===== src/rtl/sema_pkg.sv =====
// Shared definitions for the semaphore gate block.
// Assumes exactly two processors, so the owner code fits in two bits.
package sema_pkg;

    localparam int NUM_PROCS = 2;

    typedef enum logic [1:0] {
        GATE_FREE = 2'b00,
        GATE_P0   = 2'b01,
        GATE_P1   = 2'b10,
        GATE_RSVD = 2'b11
    } gate_st_e;

    // Write byte value that leaves its gate untouched
    localparam logic [7:0] NOP_BYTE = 8'h03;

    // Owner code a processor writes to take a gate
    function automatic gate_st_e owner_code(input logic rid);
        return rid ? GATE_P1 : GATE_P0;
    endfunction

endpackage


===== src/rtl/sema_gate.sv =====
// One lock gate: a three-state machine (free / held by 0 / held by 1).
// Assumes wr_i is high only for an accepted, error-free write whose byte
// lane maps to this gate. Flags the outcome of the write to the notifier.
module sema_gate
    import sema_pkg::*;
(
    input  logic       clk,
    input  logic       rst_n,
    input  logic       wr_i,
    input  logic [7:0] byte_i,
    input  logic       rid_i,
    output logic [1:0] state_o,
    output logic       lock_ok_o,
    output logic       lock_fail_o,
    output logic       freed_o
);

    gate_st_e state_q;
    gate_st_e mine;
    gate_st_e code;
    logic     legal;

    // Classify the write against the present state
    always_comb begin
        mine        = owner_code(rid_i);
        code        = gate_st_e'(byte_i[1:0]);
        legal       = wr_i && (byte_i[7:2] == 6'b0);
        lock_ok_o   = legal && (code == mine) && (state_q == GATE_FREE);
        lock_fail_o = legal && (code == mine) && (state_q != GATE_FREE)
                      && (state_q != mine);
        freed_o     = legal && (code == GATE_FREE) && (state_q == mine);
    end

    // Gate state register
    always_ff @(posedge clk) begin
        if (!rst_n)         state_q <= GATE_FREE;
        else if (lock_ok_o) state_q <= mine;
        else if (freed_o)   state_q <= GATE_FREE;
    end

    assign state_o = state_q;


    gate_never_reserved_chk: assert property (@(posedge clk) disable iff (!rst_n)
        state_q != GATE_RSVD);


    gate_lock_from_free_chk: assert property (@(posedge clk) disable iff (!rst_n)
        (state_q != $past(state_q)) && (state_q != GATE_FREE) |->
            ($past(state_q) == GATE_FREE) && $past(wr_i));


    gate_unlock_by_owner_chk: assert property (@(posedge clk) disable iff (!rst_n)
        (state_q == GATE_FREE) && ($past(state_q) != GATE_FREE) |->
            $past(wr_i) && ($past(state_q) == owner_code($past(rid_i))));

endmodule


===== src/rtl/sema_notify.sv =====
// Per-processor notification logic: enable mask, pending-waiter flags and
// notification request bits, plus the interrupt line.
// Assumes fail_i/ok_i are already qualified by this processor's ID and
// freed_i is the per-gate release pulse from the gates.
module sema_notify #(
    parameter int NUM_GATES = 16,
    localparam int ENA_LANES = NUM_GATES / 8
) (
    input  logic                 clk,
    input  logic                 rst_n,
    input  logic [NUM_GATES-1:0] fail_i,
    input  logic [NUM_GATES-1:0] ok_i,
    input  logic [NUM_GATES-1:0] freed_i,
    input  logic [ENA_LANES-1:0] ena_we_i,
    input  logic [NUM_GATES-1:0] wdata_i,
    output logic [NUM_GATES-1:0] ena_o,
    output logic [NUM_GATES-1:0] ntf_o,
    output logic                 irq_o
);

    logic [NUM_GATES-1:0] ena_q;
    logic [NUM_GATES-1:0] waiter_q;
    logic [NUM_GATES-1:0] ntf_q;

    // Enable mask, written one byte lane at a time
    always_ff @(posedge clk) begin
        if (!rst_n) begin
            ena_q <= '0;
        end else begin
            for (int l = 0; l < ENA_LANES; l++) begin
                if (ena_we_i[l]) ena_q[8*l +: 8] <= wdata_i[8*l +: 8];
            end
        end
    end

    // Waiter flags arm on a failed lock; request bits fire on release
    always_ff @(posedge clk) begin
        if (!rst_n) begin
            waiter_q <= '0;
            ntf_q    <= '0;
        end else begin
            waiter_q <= (waiter_q | fail_i) & ~freed_i;
            ntf_q    <= (ntf_q | (waiter_q & freed_i)) & ~ok_i;
        end
    end

    assign ena_o = ena_q;
    assign ntf_o = ntf_q;
    assign irq_o = |(ntf_q & ena_q);


    ntf_rise_on_free_chk: assert property (@(posedge clk) disable iff (!rst_n)
        (ntf_q & ~$past(ntf_q) & ~$past(freed_i)) == '0);


    ntf_needs_waiter_chk: assert property (@(posedge clk) disable iff (!rst_n)
        (ntf_q & ~$past(ntf_q) & ~$past(waiter_q)) == '0);


    ntf_clear_on_lock_chk: assert property (@(posedge clk) disable iff (!rst_n)
        ($past(ok_i) & ntf_q) == '0);

endmodule


===== src/rtl/sema_decode.sv =====
// Bus decoder: maps the access to gate write strobes, enable-mask lane
// strobes, the multi-gate error and the read-data mux.
// Assumes word-aligned addresses and NUM_GATES a multiple of both the lane
// count and eight.
module sema_decode
    import sema_pkg::*;
#(
    parameter int NUM_GATES   = 16,
    parameter int ADDR_W      = 8,
    parameter int DATA_W      = 32,
    parameter int ENA_BASE    = 'h40,
    parameter int NTF_BASE    = 'h80,
    parameter int PROC_STRIDE = 8,
    localparam int LANES      = DATA_W / 8,
    localparam int ENA_LANES  = NUM_GATES / 8
) (
    input  logic                                  sel_i,
    input  logic                                  we_i,
    input  logic [ADDR_W-1:0]                     addr_i,
    input  logic [LANES-1:0]                      be_i,
    input  logic [DATA_W-1:0]                     wdata_i,
    input  logic [NUM_GATES-1:0][1:0]             gate_st_i,
    input  logic [NUM_PROCS-1:0][NUM_GATES-1:0]   ena_i,
    input  logic [NUM_PROCS-1:0][NUM_GATES-1:0]   ntf_i,
    output logic [NUM_GATES-1:0]                  gate_wr_o,
    output logic [NUM_GATES-1:0][7:0]             gate_byte_o,
    output logic [NUM_PROCS-1:0][ENA_LANES-1:0]   ena_we_o,
    output logic [DATA_W-1:0]                     rdata_o,
    output logic                                  err_o
);

    localparam int LANE_W = $clog2(LANES);
    localparam int WORD_W = ADDR_W - LANE_W;

    logic             in_gates;
    logic [LANES-1:0] lane_active;
    logic             wr_ok;

    // Which enabled lanes of a gate-area write would touch a gate
    always_comb begin
        in_gates = addr_i < ADDR_W'(NUM_GATES);
        for (int l = 0; l < LANES; l++) begin
            lane_active[l] = in_gates && be_i[l] && (wdata_i[8*l +: 8] != NOP_BYTE);
        end
        err_o = sel_i && we_i && ($countones(lane_active) > 1);
        wr_ok = sel_i && we_i && !err_o;
    end

    // Per-gate write strobe and data byte
    for (genvar n = 0; n < NUM_GATES; n++) begin : g_gate_wr
        assign gate_wr_o[n]   = wr_ok && in_gates
                                && (addr_i[ADDR_W-1:LANE_W] == WORD_W'(n / LANES))
                                && lane_active[n % LANES];
        assign gate_byte_o[n] = wdata_i[8*(n % LANES) +: 8];
    end

    // Per-processor enable-mask lane strobes
    for (genvar p = 0; p < NUM_PROCS; p++) begin : g_ena_we
        for (genvar l = 0; l < ENA_LANES; l++) begin : g_lane
            assign ena_we_o[p][l] = sel_i && we_i && be_i[l]
                && (addr_i == ADDR_W'(ENA_BASE + p * PROC_STRIDE));
        end
    end

    // Read-data mux over gates, enable masks and notification registers
    always_comb begin
        rdata_o = '0;
        if (sel_i && !we_i) begin
            if (in_gates) begin
                for (int l = 0; l < LANES; l++) begin
                    if ((int'(addr_i[ADDR_W-1:LANE_W]) * LANES + l) < NUM_GATES) begin
                        rdata_o[8*l +: 8] =
                            {6'b0, gate_st_i[int'(addr_i[ADDR_W-1:LANE_W]) * LANES + l]};
                    end
                end
            end
            for (int p = 0; p < NUM_PROCS; p++) begin
                if (addr_i == ADDR_W'(ENA_BASE + p * PROC_STRIDE)) rdata_o = DATA_W'(ena_i[p]);
                if (addr_i == ADDR_W'(NTF_BASE + p * PROC_STRIDE)) rdata_o = DATA_W'(ntf_i[p]);
            end
        end
    end

endmodule


===== src/rtl/sema_gates.sv =====
// Top of the dual-processor semaphore block: decoder, gate array and one
// notification unit per processor.
// Assumes a single-cycle bus: rdata and err are valid while bus_sel is high,
// and writes take effect at the clock edge that ends the access.
module sema_gates
    import sema_pkg::*;
#(
    parameter int NUM_GATES   = 16,
    parameter int ADDR_W      = 8,
    parameter int DATA_W      = 32,
    parameter int ENA_BASE    = 'h40,
    parameter int NTF_BASE    = 'h80,
    parameter int PROC_STRIDE = 8
) (
    input  logic                 clk,
    input  logic                 rst_n,
    input  logic                 bus_sel,
    input  logic                 bus_we,
    input  logic [ADDR_W-1:0]    bus_addr,
    input  logic [DATA_W/8-1:0]  bus_be,
    input  logic [DATA_W-1:0]    bus_wdata,
    input  logic                 bus_rid,
    output logic [DATA_W-1:0]    bus_rdata,
    output logic                 bus_err,
    output logic [NUM_PROCS-1:0] irq
);

    localparam int ENA_LANES = NUM_GATES / 8;

    logic [NUM_GATES-1:0]                gate_wr;
    logic [NUM_GATES-1:0][7:0]           gate_byte;
    logic [NUM_GATES-1:0][1:0]           gate_st;
    logic [NUM_GATES-1:0]                gate_ok;
    logic [NUM_GATES-1:0]                gate_fail;
    logic [NUM_GATES-1:0]                gate_freed;
    logic [NUM_PROCS-1:0][ENA_LANES-1:0] ena_we;
    logic [NUM_PROCS-1:0][NUM_GATES-1:0] ena;
    logic [NUM_PROCS-1:0][NUM_GATES-1:0] ntf;

    sema_decode #(
        .NUM_GATES  (NUM_GATES),
        .ADDR_W     (ADDR_W),
        .DATA_W     (DATA_W),
        .ENA_BASE   (ENA_BASE),
        .NTF_BASE   (NTF_BASE),
        .PROC_STRIDE(PROC_STRIDE)
    ) u_decode (
        .sel_i      (bus_sel),
        .we_i       (bus_we),
        .addr_i     (bus_addr),
        .be_i       (bus_be),
        .wdata_i    (bus_wdata),
        .gate_st_i  (gate_st),
        .ena_i      (ena),
        .ntf_i      (ntf),
        .gate_wr_o  (gate_wr),
        .gate_byte_o(gate_byte),
        .ena_we_o   (ena_we),
        .rdata_o    (bus_rdata),
        .err_o      (bus_err)
    );

    // One state machine per gate
    for (genvar n = 0; n < NUM_GATES; n++) begin : g_gate
        sema_gate u_gate (
            .clk        (clk),
            .rst_n      (rst_n),
            .wr_i       (gate_wr[n]),
            .byte_i     (gate_byte[n]),
            .rid_i      (bus_rid),
            .state_o    (gate_st[n]),
            .lock_ok_o  (gate_ok[n]),
            .lock_fail_o(gate_fail[n]),
            .freed_o    (gate_freed[n])
        );
    end

    // One notification unit per processor, fed outcomes of its own writes
    for (genvar p = 0; p < NUM_PROCS; p++) begin : g_notify
        logic mine;
        assign mine = (bus_rid == 1'(p));

        sema_notify #(.NUM_GATES(NUM_GATES)) u_notify (
            .clk     (clk),
            .rst_n   (rst_n),
            .fail_i  (gate_fail & {NUM_GATES{mine}}),
            .ok_i    (gate_ok & {NUM_GATES{mine}}),
            .freed_i (gate_freed),
            .ena_we_i(ena_we[p]),
            .wdata_i (bus_wdata[NUM_GATES-1:0]),
            .ena_o   (ena[p]),
            .ntf_o   (ntf[p]),
            .irq_o   (irq[p])
        );
    end


    err_no_gate_change_chk: assert property (@(posedge clk) disable iff (!rst_n)
        bus_err |=> $stable(gate_st));


    err_only_on_write_chk: assert property (@(posedge clk) disable iff (!rst_n)
        bus_err |-> bus_sel && bus_we);

endmodule


===== config.mk =====
export PLATFORM = sky130hd
export DESIGN_NAME = sema_gates
export DESIGN_NICKNAME = d
export VERILOG_FILES = /design/src/rtl/sema_pkg.sv /design/src/rtl/sema_gate.sv /design/src/rtl/sema_notify.sv /design/src/rtl/sema_decode.sv /design/src/rtl/sema_gates.sv
export SDC_FILE = /design/constraint.sdc
export NUM_CORES = 1
export LEC_CHECK = 0
export ABC_AREA = 1
export BUFFER_PORTS_ARGS = -buffer_cell sky130_fd_sc_hd__buf_2
export CORE_ASPECT_RATIO = 1.5
export CORE_MARGIN = 2
export CORE_UTILIZATION = 30
export DETAILED_ROUTE_END_ITERATION = 8
export SLEW_MARGIN = 20
export SYNTH_ARGS = -nofsm -noshare
export SYNTH_HDL_FRONTEND = slang
export SYNTH_SLANG_ARGS = --single-unit

===== constraint.sdc =====
create_clock -name clk -period 6.73 [get_ports clk]
set_clock_uncertainty 0.1 [all_clocks]
set_input_delay 2.019 -clock clk [delete_from_list [all_inputs] [get_ports clk]]
set_output_delay 2.019 -clock clk [all_outputs]
set_load 0.005 [all_outputs]

# [Word-level counts from Yosys, hierarchy flattened]
# Index checks and enable logic that the tools add are counted.
[classes] magnitude_cmp=10 addsub=6 eq_ne=47 bitwise=20 mux=54 n_reduce_logical=212
[ops] cell="bitwise AND 16 bit" n=12
[ops] cell="less-than comparator 32 x 6 -> 1 bit, second input constant" n=6
[ops] cell="2-to-1 mux 32 bit" n=6
[ops] cell="logical AND 1 bit" n=151
[ops] cell="2-to-1 mux 2 bit" n=44
[ops] cell="OR 16 bit" n=4
[ops] cell="nonzero test 2 bit" n=32
[ops] cell="inverter 16 bit" n=3
[ops] cell="== test 2 bit" n=20
[ops] cell="logical NOT 2 bit" n=20
[ops] cell="adder 32 bit" n=1
[ops] cell="> comparator 32 x 2 -> 1 bit, second input constant" n=1
[ops] cell="inequality test 2 bit" n=16
[ops] cell="inequality test 8 x 2 -> 1 bit, second input constant" n=4
[ops] cell="OR reduction 16 bit" n=2
[ops] cell="logical NOT 6 bit" n=5
[ops] cell="binary-select mux 2 bit (select 4 bit)" n=3
[ops] cell="less-than comparator 8 x 5 -> 1 bit, second input constant" n=3
[ops] cell="adder 8 x 2 -> 9 bit, second input constant" n=2
[ops] cell="== test 8 x 7 -> 1 bit, second input constant" n=2
[ops] cell="== test 8 bit, second input constant" n=2
[ops] cell="== test 6 x 2 -> 1 bit, second input constant" n=2
[ops] cell="adder 8 x 1 -> 9 bit, second input constant" n=1
[ops] cell="== test 6 x 1 -> 1 bit, second input constant" n=1
[ops] cell="4 further kinds" n=6
[word_totals] ff_bits=128 word_cells=373

# [Depth between registers and ports, before layout]
# Gate-level depths: netlist (run 1).
[depth] word_depth=19 mapped_depth=15 ltp_nobuf=15

# [Modules after synthesis]
# From an unflattened synthesis (run 1), not the netlist that was laid out.
[unflattened] hier_cells=1617 area_unflattened_um2=10114.7
[by_module_without_submodules] mod="sema_gate" area_per_inst_um2=225.2 cells_per_inst=40 instances=16
[by_module_without_submodules] mod="sema_notify" area_per_inst_um2=1795.5 cells_per_inst=202 instances=2
[by_module_without_submodules] mod="sema_decode" area_per_inst_um2=2361.0 cells_per_inst=438 instances=1
[by_module_without_submodules] mod="sema_gates" area_per_inst_um2=559.3 cells_per_inst=135 instances=1

# [Worst setup path before layout (run 1)]
# No wires, ideal clock.
[synth_path] path_type="input to output" start="in bus_wdata[19]" end="out bus_err" path_stages=9 setup_slack_ns=0.900 t_arrival_ns=3.711 cell_sequence="or2_2 -> nor2_1 -> a311oi_1 -> ha_1 -> nand2_1 -> inv_1 -> fa_1 -> nor2_1 -> nor2_1"
[synth_via] elab_chain_len=6
[synth_rtl] item="start, declared" line_no="sema_gates.sv:21" text="input logic [DATA_W-1:0] bus_wdata,"
[synth_rtl] item="inequality test 8 x 2 -> 1 bit" line_no="sema_decode.sv:43" text="lane_active[l] = in_gates && be_i[l] && (wdata_i[8*l +: 8] != NOP_BYTE);"
[synth_rtl] item="logical AND 1 bit" line_no="sema_decode.sv:43"
[synth_rtl] item="adder 1 x 1 -> 2 bit (implied by the code)" line_no="sema_decode.sv:45" text="err_o = sel_i && we_i && ($countones(lane_active) > 1);"
[synth_rtl] item="adder 32 bit (implied by the code)" line_no="sema_decode.sv:45"
[synth_rtl] item="> comparator 32 x 2 -> 1 bit" line_no="sema_decode.sv:45"
[synth_rtl] item="logical AND 1 bit" line_no="sema_decode.sv:45"
[synth_rtl] item="end, declared" line_no="sema_gates.sv:24" text="output logic bus_err,"
# Every way passes these cells.

# [Final worst setup path (run 1)]
[layout_path] start="in bus_wdata[13]" end="out bus_err"
# Same word-level chain as after synthesis.

==> results_dict.tcl, run 1 <==
set metrics [dict create \
    drive_gt1_frac 0.126 \
    route.met3.wl_microns 970 \
    synth.area.top_cells "dfxtp_1 35%, nand2_1 9.7%, inv_1 8.4%" \
    design_area_sq_um 8430 \
    end_kind "output pin" \
    synthAdderAreaFrac 0.00621 \
    grt_use_total 0.178 \
    post_synth_mux_area_share 0 \
    portBuffers 71 \
    rows 69 \
    cpLargestDelayFamily "adder cells" \
    place_congestion 0.864 \
    hold_class "register to register" \
    antenna_found_initial 1 \
    place_area_sq_um 7840 \
    cts_max_level 4 \
    vias 7396 \
    die_h_microns 195 \
    ys_ff_latch 128 \
    dpl.hpwl_microns 16600 \
    clock-sinks 128 \
    core_sq_um 23700 \
    fin_crit_ns 6.24 \
    dr.pass1.iters 5 \
    synth_cell_type_count 33 \
    tns_ns 0 \
    worstPathArrival_ns 4.12 \
    wl_met2_microns 11600 \
    rsz0062_at_grt "false" \
    finish.net_count 1218 \
    final_util 0.355 \
    synth.avg_cell_area_sq_um 6.53 \
    synth-xor-area-share 0 \
    total_power_w 0.00179 \
    crit_type "input pin to output pin" \
    first_global_vias 7159 \
    die_area_sq_um 25500 \
    p_leak_nw 3.14 \
    synth_area_sq_um 7260 \
    synthCells 1111 \
    slew_headroom 0.277 \
    cpMostUsedCell "nor2_1" \
    path_cells "buf_2 -> nor2_1 -> nand2_1 -> nor2_1 -> buf_4 -> a311oi_1 -> ha_1 -> nand2_1 -> inv_1 -> fa_1 -> nor2_1 -> nor2_1 -> buf_2" \
    yosysMostFrequentCell "nand2_1" \
    viasPerCell 4.94 \
    period_share 0.928 \
    required_ns 4.61 \
    cts.reportedPaths.clkPinSlew_ns 0.06 \
    drc 0 \
    ir_drop_mv 0.121 \
    yosys-top-cells-count "187 x nand2_1, 162 x inv_1, 162 x nor2_1, 128 x dfxtp_1, 74 x o21ai_0" \
    numCtsBuffers 17 \
    pin_count 84 \
    worst_slew_pin_slew_ns 1.08 \
    synthFlopType "dfxtp_1" \
    startpoint_type "input pin" \
    synth_top_area_cell "dfxtp_1" \
    synth_compound_area_frac 0.159 \
    slew_violations 0 \
    synth_top_family_by_area "simple AND/OR/NAND/NOR gates" \
    post_cts_buffers 0 \
    max_stage_delay_ns 0.55 \
    hold_viol_final 0 \
    fillers 2507 \
    grt_pass1_wl_microns 35500 \
    yosysTopAreaCellShare 0.353 \
    routedWlPerCell_microns 14.8 \
    clock_latency_ns 0.43 \
    ys_seq_area_frac 0.353 \
    critPathSlowestCell "fa_1" \
    status "finished, final reports clean" \
    overflow 0 \
    synth_edf_count 0 \
    grt_max_degree 107 \
    yosys_warnings 0 \
    cts.repair.resized 0 \
    power_density_nw_per_um2 213 \
    cp_max_fo 3 \
    cts_tree "built" \
    drtAntennaViolNets 0 \
    start_util 0.306 \
    area_delta_synth_final_pct 16.1 \
    drtIter0Drc 539 \
    maxCapViolCount 0 \
    path_buf_inv 4 \
    max-clock-path-buffers 2 \
    fmax_mhz 160 \
    drt-met1-wl_microns 8730 \
    routed.top_layer "met5" \
    finalSetupViolations 0 \
    clock-root-buffer "clkbuf_16" \
    synthSimpleGateAreaFrac 0.357 \
    antenna_cells 0 \
    fp.dieW_microns 131 \
    wl_microns 22100 \
    async_flop_share 0 \
    hold_buffers 0 \
]
==> worst reg2reg max path, stage by stage (launching register included) <==
cell	delay, ns
dfxtp_1	0.38
a21oi_1	0.10
nor3_1	0.45
nand2_1	0.19
nand3_1	0.10
o21ai_1	0.08
==> layout by cell type, fill, tap and decap left out, drive strengths merged <==
cell type and n:
a221oi 6, nor4 2, o2111ai 1, fa 1, buf 79, nand4 68, or2 4, clkinvlp 3
inv 166, a21oi 72, o22ai 23, dfxtp 128, bufinv 3, o21ai 111, nand3 73, clkbuf 20
nor2b 12, clkinv 7, nor3 13, nand2 190, a311oi 4, ha 2, nor2 179, conb 12
==> routing by layer <==
layer  global-route usage  vias to the layer above
met5                    0                        -
met4               0.0808                        2
met3               0.0341                       51
met2                0.325                      188
met1                0.194                     3398
li1                     -                     3757
==> flip-flops by register name, summed over array words and instances, names as in the netlist <==
signal,cells
g_notify.u_notify.ena_o,32
g_notify.u_notify.waiter_q,32
g_notify.u_notify.ntf_o,32
g_gate.u_gate.state_o,32
==> power by group <==
group	total, W	internal (W)	switching, W
Clock	0.000928	0.000577	0.000350
Sequential	0.000758	0.000758	0.0000000527
Combinational	0.000106	0.0000270	0.0000790
Total	0.00179	0.00136	0.000429
==> per-stage QoR <==
step                hold slack, ns  worst slack [ns]  std cells
floorplan                    0.328             0.900       1122
global placement             0.337             0.471       1466
detailed placement           0.338             0.461       1466
CTS                          0.348             0.453       1498
global route                 0.362             0.323       1498
finish                       0.346             0.486       1498
==> worst paths after layout <==
check / cells after the start / to / slack (ns) / startpoint
setup / recovery: 13 / bus_err / 0.49 / bus_wdata[13]
setup reg to reg: 5 / g_gate[11].u_gate.state_o[0] / 5.19 / g_gate[11].u_gate.state_o[0]
hold / removal: 2 / g_notify[1].u_notify.waiter_q[12] / 0.35 / g_notify[1].u_notify.waiter_q[12]
hold reg to reg: 2 / g_notify[1].u_notify.waiter_q[12] / 0.35 / g_notify[1].u_notify.waiter_q[12]
==> cell families (layout without fill, tap and decap cells) <==
group,Yosys count,count (layout)
AOI/OAI and AO/OA,217,217
buffers and inverters,221,278
DFF,128,128
and+or+nand+nor,541,541
adders and majority gates,3,3
other,1,12
==> final cells by class <==
class,instances,area [sq um],area share
clock buffers,20,437,0.0518
clock inverters,12,143,0.0169
inverters,167,627,0.0744
multi-input cells,773,3840,0.456
flip-flops and latches,128,2560,0.304
well taps,319,399,0.0474
repair buffers,79,418,0.0496
Power figures use the tool's default switching activity.
==> run 2: changes to the inputs <==
Settings changed: CORE_UTILIZATION 30 to 64, PLACE_DENSITY set to 0.86.
==> results_dict.tcl, run 2 (synthesis results as in run 1) <==
set metrics [dict create \
    rsz0062_at_grt "false" \
    clock_latency_ns 0.42 \
    seq_area_sq_um 2560 \
    post_cts_buffers 0 \
    crit_type "input pin to output pin" \
    hold_class "register to register" \
    place_inst 1290 \
    drc 0 \
    required_ns 4.61 \
    start_util 0.657 \
    finalNonFillerCells 1321 \
    finalSetupViolations 0 \
    final_util 0.739 \
    mostFrequentLayoutCell "nand2_1" \
    r2r_slack_ns 5.20 \
    hold_viol_final 0 \
    period_share 0.914 \
    first_global_vias 7229 \
    end_kind "output pin" \
    status "finished, final reports clean" \
    die_h_microns 134 \
    worstPathArrival_ns 4.03 \
    hold_ws_ns 0.347 \
    viasPerCell 5.81 \
    place_congestion 0.925 \
    tns_ns 0 \
    cts_max_level 4 \
    pin_count 84 \
    ir_drop_mv 0.164 \
    antenna_found_initial 0 \
    maxCapViolCount 0 \
    startpoint_type "input pin" \
    clock-sinks 128 \
    slew_headroom 0.285 \
    die_area_sq_um 12200 \
    finish.net_count 1214 \
    portBuffers 71 \
    fillers 925 \
    multiInputGateArea_sq_um 3840 \
    hp-start "g_notify[1].u_notify.waiter_q[13]" \
    cts.reportedPaths.clkPinSlew_ns 0.06 \
    core_sq_um 11100 \
    overflow 0 \
    hold-path-cell-count 2 \
    clock-root-buffer "clkbuf_16" \
    fmax_mhz 163 \
    layout_common_cells "187 x nand2_1, 161 x nor2_1, 161 x inv_1, 128 x dfxtp_1, 74 x o21ai_0" \
    cts_tree "built" \
    cp_max_fo 2 \
    drtIter0Drc 796 \
    hold_buffers 0 \
    dpl.hpwl_microns 14200 \
    power_density_nw_per_um2 215 \
    drtAntennaViolNets 0 \
    fp.dieW_microns 91.0 \
    vias 7671 \
    dr.pass1.iters 6 \
    wl_microns 20400 \
    slew_violations 0 \
    max-clock-path-buffers 2 \
    routedWlPerCell_microns 15.4 \
    area_delta_synth_final_pct 12.5 \
    drive_gt1_frac 0.124 \
    grt_max_degree 67 \
    fin_crit_ns 6.15 \
    rows 47 \
    p_leak_nw 3.11 \
    grt_use_total 0.335 \
    cp-startpoint "bus_wdata[19]" \
    rr_startpoint "g_gate[12].u_gate.state_o[0]" \
    rr_worst_depth 8 \
    numCtsBuffers 17 \
    grt_pass1_wl_microns 32900 \
    antenna_cells 0 \
    worst_slew_pin_slew_ns 1.07 \
    cts.repair.resized 0 \
]
==> run 2: cell count changes in the layout (fill, tap and decap cells not counted) <==
cell        change
buf_4           -5
clkinvlp_4      +4
clkbuf_1        -3
clkinv_2        -3
clkinv_4        +2
nor2_1          +2
nor2_2          -2
buf_2           +1
bufinv_16       -1
clkinv_1        -1
inv_2           +1
==> run 2: through the flow <==
stage                     area [sq um]  total power, W  worst slack (ns)
after floorplan                   7300        0.000843             0.900
after global placement            7590        0.000872             0.638
after detailed placement          7590        0.000873             0.603
after CTS                         8170         0.00175             0.590
after global routing              8170         0.00180             0.460
final                             8170         0.00176             0.582
==> run 2: layer usage <==
| metal | part of all wire | vias to the layer above | GRT usage |
|---|---|---|---|
| li1 | - | 3743 | - |
| met1 | 0.38 | 3487 | 0.378 |
| met2 | 0.49 | 360 | 0.588 |
| met3 | 0.076 | 81 | 0.0640 |
| met4 | 0.044 | 0 | 0.188 |
| met5 | 0 | - | 0 |
==> run 2: area by class of cell <==
cell class                      instances  share of cell area
Tap cell                              147              0.0225
Sequential cell                       128               0.314
Clock inverter                         14              0.0178
Multi-Input combinational cell        773               0.470
Inverter                              167              0.0767
Clock buffer                           17              0.0521
Timing Repair Buffer                   75              0.0472
==> run 2: critical path, stage by stage <==
cell      delay (ns)
buf_2           0.10
or2_2           0.29
nor2_1          0.23
a311oi_1        0.16
ha_1            0.32
nand2_1         0.08
inv_1           0.05
fa_1            0.54
nor2_1          0.06
nor2_1          0.07
buf_2           0.11
==> run 2: path summary, 6_finish.rpt <==
| check | endpoint |
|---|---|
| worst min-delay path | g_notify[1].u_notify.waiter_q[13] |
| worst max register to register | g_gate[12].u_gate.state_o[0] |
| worst min register to register | g_notify[1].u_notify.waiter_q[13] |
| worst max-delay path | bus_err |
==> run 2: power by group <==
group / total, W / internal, W / switching [W]
combinational: 0.000103 / 0.0000259 / 0.0000768
sequential: 0.000758 / 0.000758 / 0.0000000593
clock: 0.000895 / 0.000540 / 0.000355
==> run 3: changes to the inputs <==
Settings changed: CORE_MARGIN 2 to 4.
==> results_dict.tcl, run 3 (synthesis results as in run 1) <==
set metrics [dict create \
    worstPathArrival_ns 3.99 \
    hold_ws_ns 0.347 \
    post_cts_buffers 0 \
    dpl.hpwl_microns 14700 \
    p_comb_frac 0.058 \
    p_switching_w 0.000429 \
    cpMostUsedCell "nor2_1" \
    drive_gt1_frac 0.123 \
    fillers 959 \
    clock-sinks 128 \
    r2r_slack_ns 5.22 \
    mostFrequentLayoutCell "nand2_1" \
    path_cells "buf_2 -> or2_2 -> nor2_1 -> a311oi_1 -> ha_1 -> nand2_1 -> inv_1 -> fa_1 -> nor2_1 -> nor2_1 -> buf_2" \
    cp_max_fo 2 \
    cts.repair.resized 0 \
    max-clock-path-buffers 2 \
    drtAntennaViolNets 0 \
    clock-root-buffer "clkbuf_16" \
    path_buf_inv 3 \
    total_power_w 0.00177 \
    power_density_nw_per_um2 216 \
    pin_count 84 \
    finish.net_count 1215 \
    hold_viol_final 0 \
    fmax_mhz 164 \
    multiInputGateArea_sq_um 3840 \
    wl_microns 20400 \
    fin_ws_ns 0.617 \
    startpoint_type "input pin" \
    intPower_w 0.00134 \
    tns_ns 0 \
    p_sw_frac 0.243 \
    cts.reportedPaths.clkPinSlew_ns 0.05 \
    min_to "g_notify[0].u_notify.waiter_q[7]" \
    worst_slew_pin_slew_ns 1.05 \
    rows 47 \
    hp-start "g_notify[0].u_notify.waiter_q[7]" \
    critPathSlowestCell "fa_1" \
    die_h_microns 138 \
    fp.dieW_microns 95.0 \
    area_delta_synth_final_pct 12.8 \
    first_global_vias 7285 \
    antenna_found_initial 0 \
    antenna_cells 0 \
    rr_startpoint "g_gate[5].u_gate.state_o[0]" \
    max_stage_delay_ns 0.56 \
    slew_violations 0 \
    period_share 0.908 \
    seq_area_sq_um 2560 \
    cts_tree "built" \
    pwr-share-clk 0.513 \
    final_util 0.740 \
    drtIter0Drc 673 \
    layout_common_cells "187 x nand2_1, 161 x nor2_1, 161 x inv_1, 128 x dfxtp_1, 74 x o21ai_0" \
    maxCapViolCount 0 \
    routedWlPerCell_microns 15.4 \
    rr_worst_depth 7 \
    status "finished, final reports clean" \
    grt_use_total 0.319 \
    ir_drop_mv 0.188 \
    dr.pass1.iters 7 \
    required_ns 4.61 \
    finalSetupViolations 0 \
    crit_type "input pin to output pin" \
    cpLargestDelayFamily "adder cells" \
    start_util 0.657 \
    hold-path-cell-count 2 \
    post-place-ws_ns 0.616 \
    slew_headroom 0.298 \
    hold_class "register to register" \
    cts_max_level 4 \
    fin_crit_ns 6.11 \
    hold_buffers 0 \
    portBuffers 71 \
    cp-startpoint "bus_wdata[19]" \
    viasPerCell 5.80 \
    place_congestion 0.964 \
    vias 7670 \
    grt_pass1_wl_microns 33300 \
    overflow 0 \
    r2r-end "g_gate[5].u_gate.state_o[0]" \
    rsz0062_at_grt "false" \
    end_kind "output pin" \
    core_sq_um 11100 \
    p_leak_nw 3.13 \
    die_area_sq_um 13100 \
    drc 0 \
    grt_max_degree 100 \
    clock_latency_ns 0.43 \
    numCtsBuffers 17 \
    power.share.sequential 0.429 \
]
==> run 3: power groups by stage <==
stage,clock [W],combinational (W),sequential (W)
floorplan,0,0.0000684,0.000775
global placement,0,0.0000984,0.000775
detailed placement,0,0.000100,0.000775
CTS,0.000908,0.000101,0.000758
global route,0.000952,0.000114,0.000758
finish,0.000906,0.000103,0.000758
==> run 3: through the flow <==
step | instance area (sq um) | std cells
floorplan | 7300 | 1122
global placement | 7600 | 1291
detailed placement | 7600 | 1291
CTS | 8180 | 1323
global route | 8190 | 1323
finish | 8190 | 1323
==> run 3: worst max-delay path by stage <==
stage	endpoint	slack, ns	cells past startpoint
6_report	bus_err	0.62	11
5_1_grt	bus_err	0.49	11
3_3_place_gp	bus_err	0.63	11
2_1_floorplan	bus_err	0.90	9
4_1_cts	bus_err	0.60	11
3_5_place_dp	bus_err	0.62	11
==> run 3: area by class of cell <==
class,instances,share of cell area
repair buffers,76,0.0480
clock inverters,13,0.0170
multi-input cells,773,0.469
inverters,167,0.0766
well taps,147,0.0225
flip-flops and latches,128,0.313
clock buffers,19,0.0541
==> run 3: worst register-to-register path, stage by stage, from the launching register on <==
cell and delay [ns]:
dfxtp_1 0.40, inv_1 0.08, nor2_1 0.08, o21ai_0 0.11
nor2_1 0.25, nand2_1 0.14, nand3_1 0.10, o21ai_1 0.09
==> run 3: per-layer routing <==
| metal | vias to the layer above | wire (microns) | track usage |
|---|---|---|---|
| met2 | 368 | 10200 | 0.533 |
| met4 | 0 | 871 | 0.172 |
| met3 | 66 | 1840 | 0.0826 |
| met1 | 3489 | 7440 | 0.365 |
| met5 | - | 0 | 0 |
| li1 | 3747 | - | - |
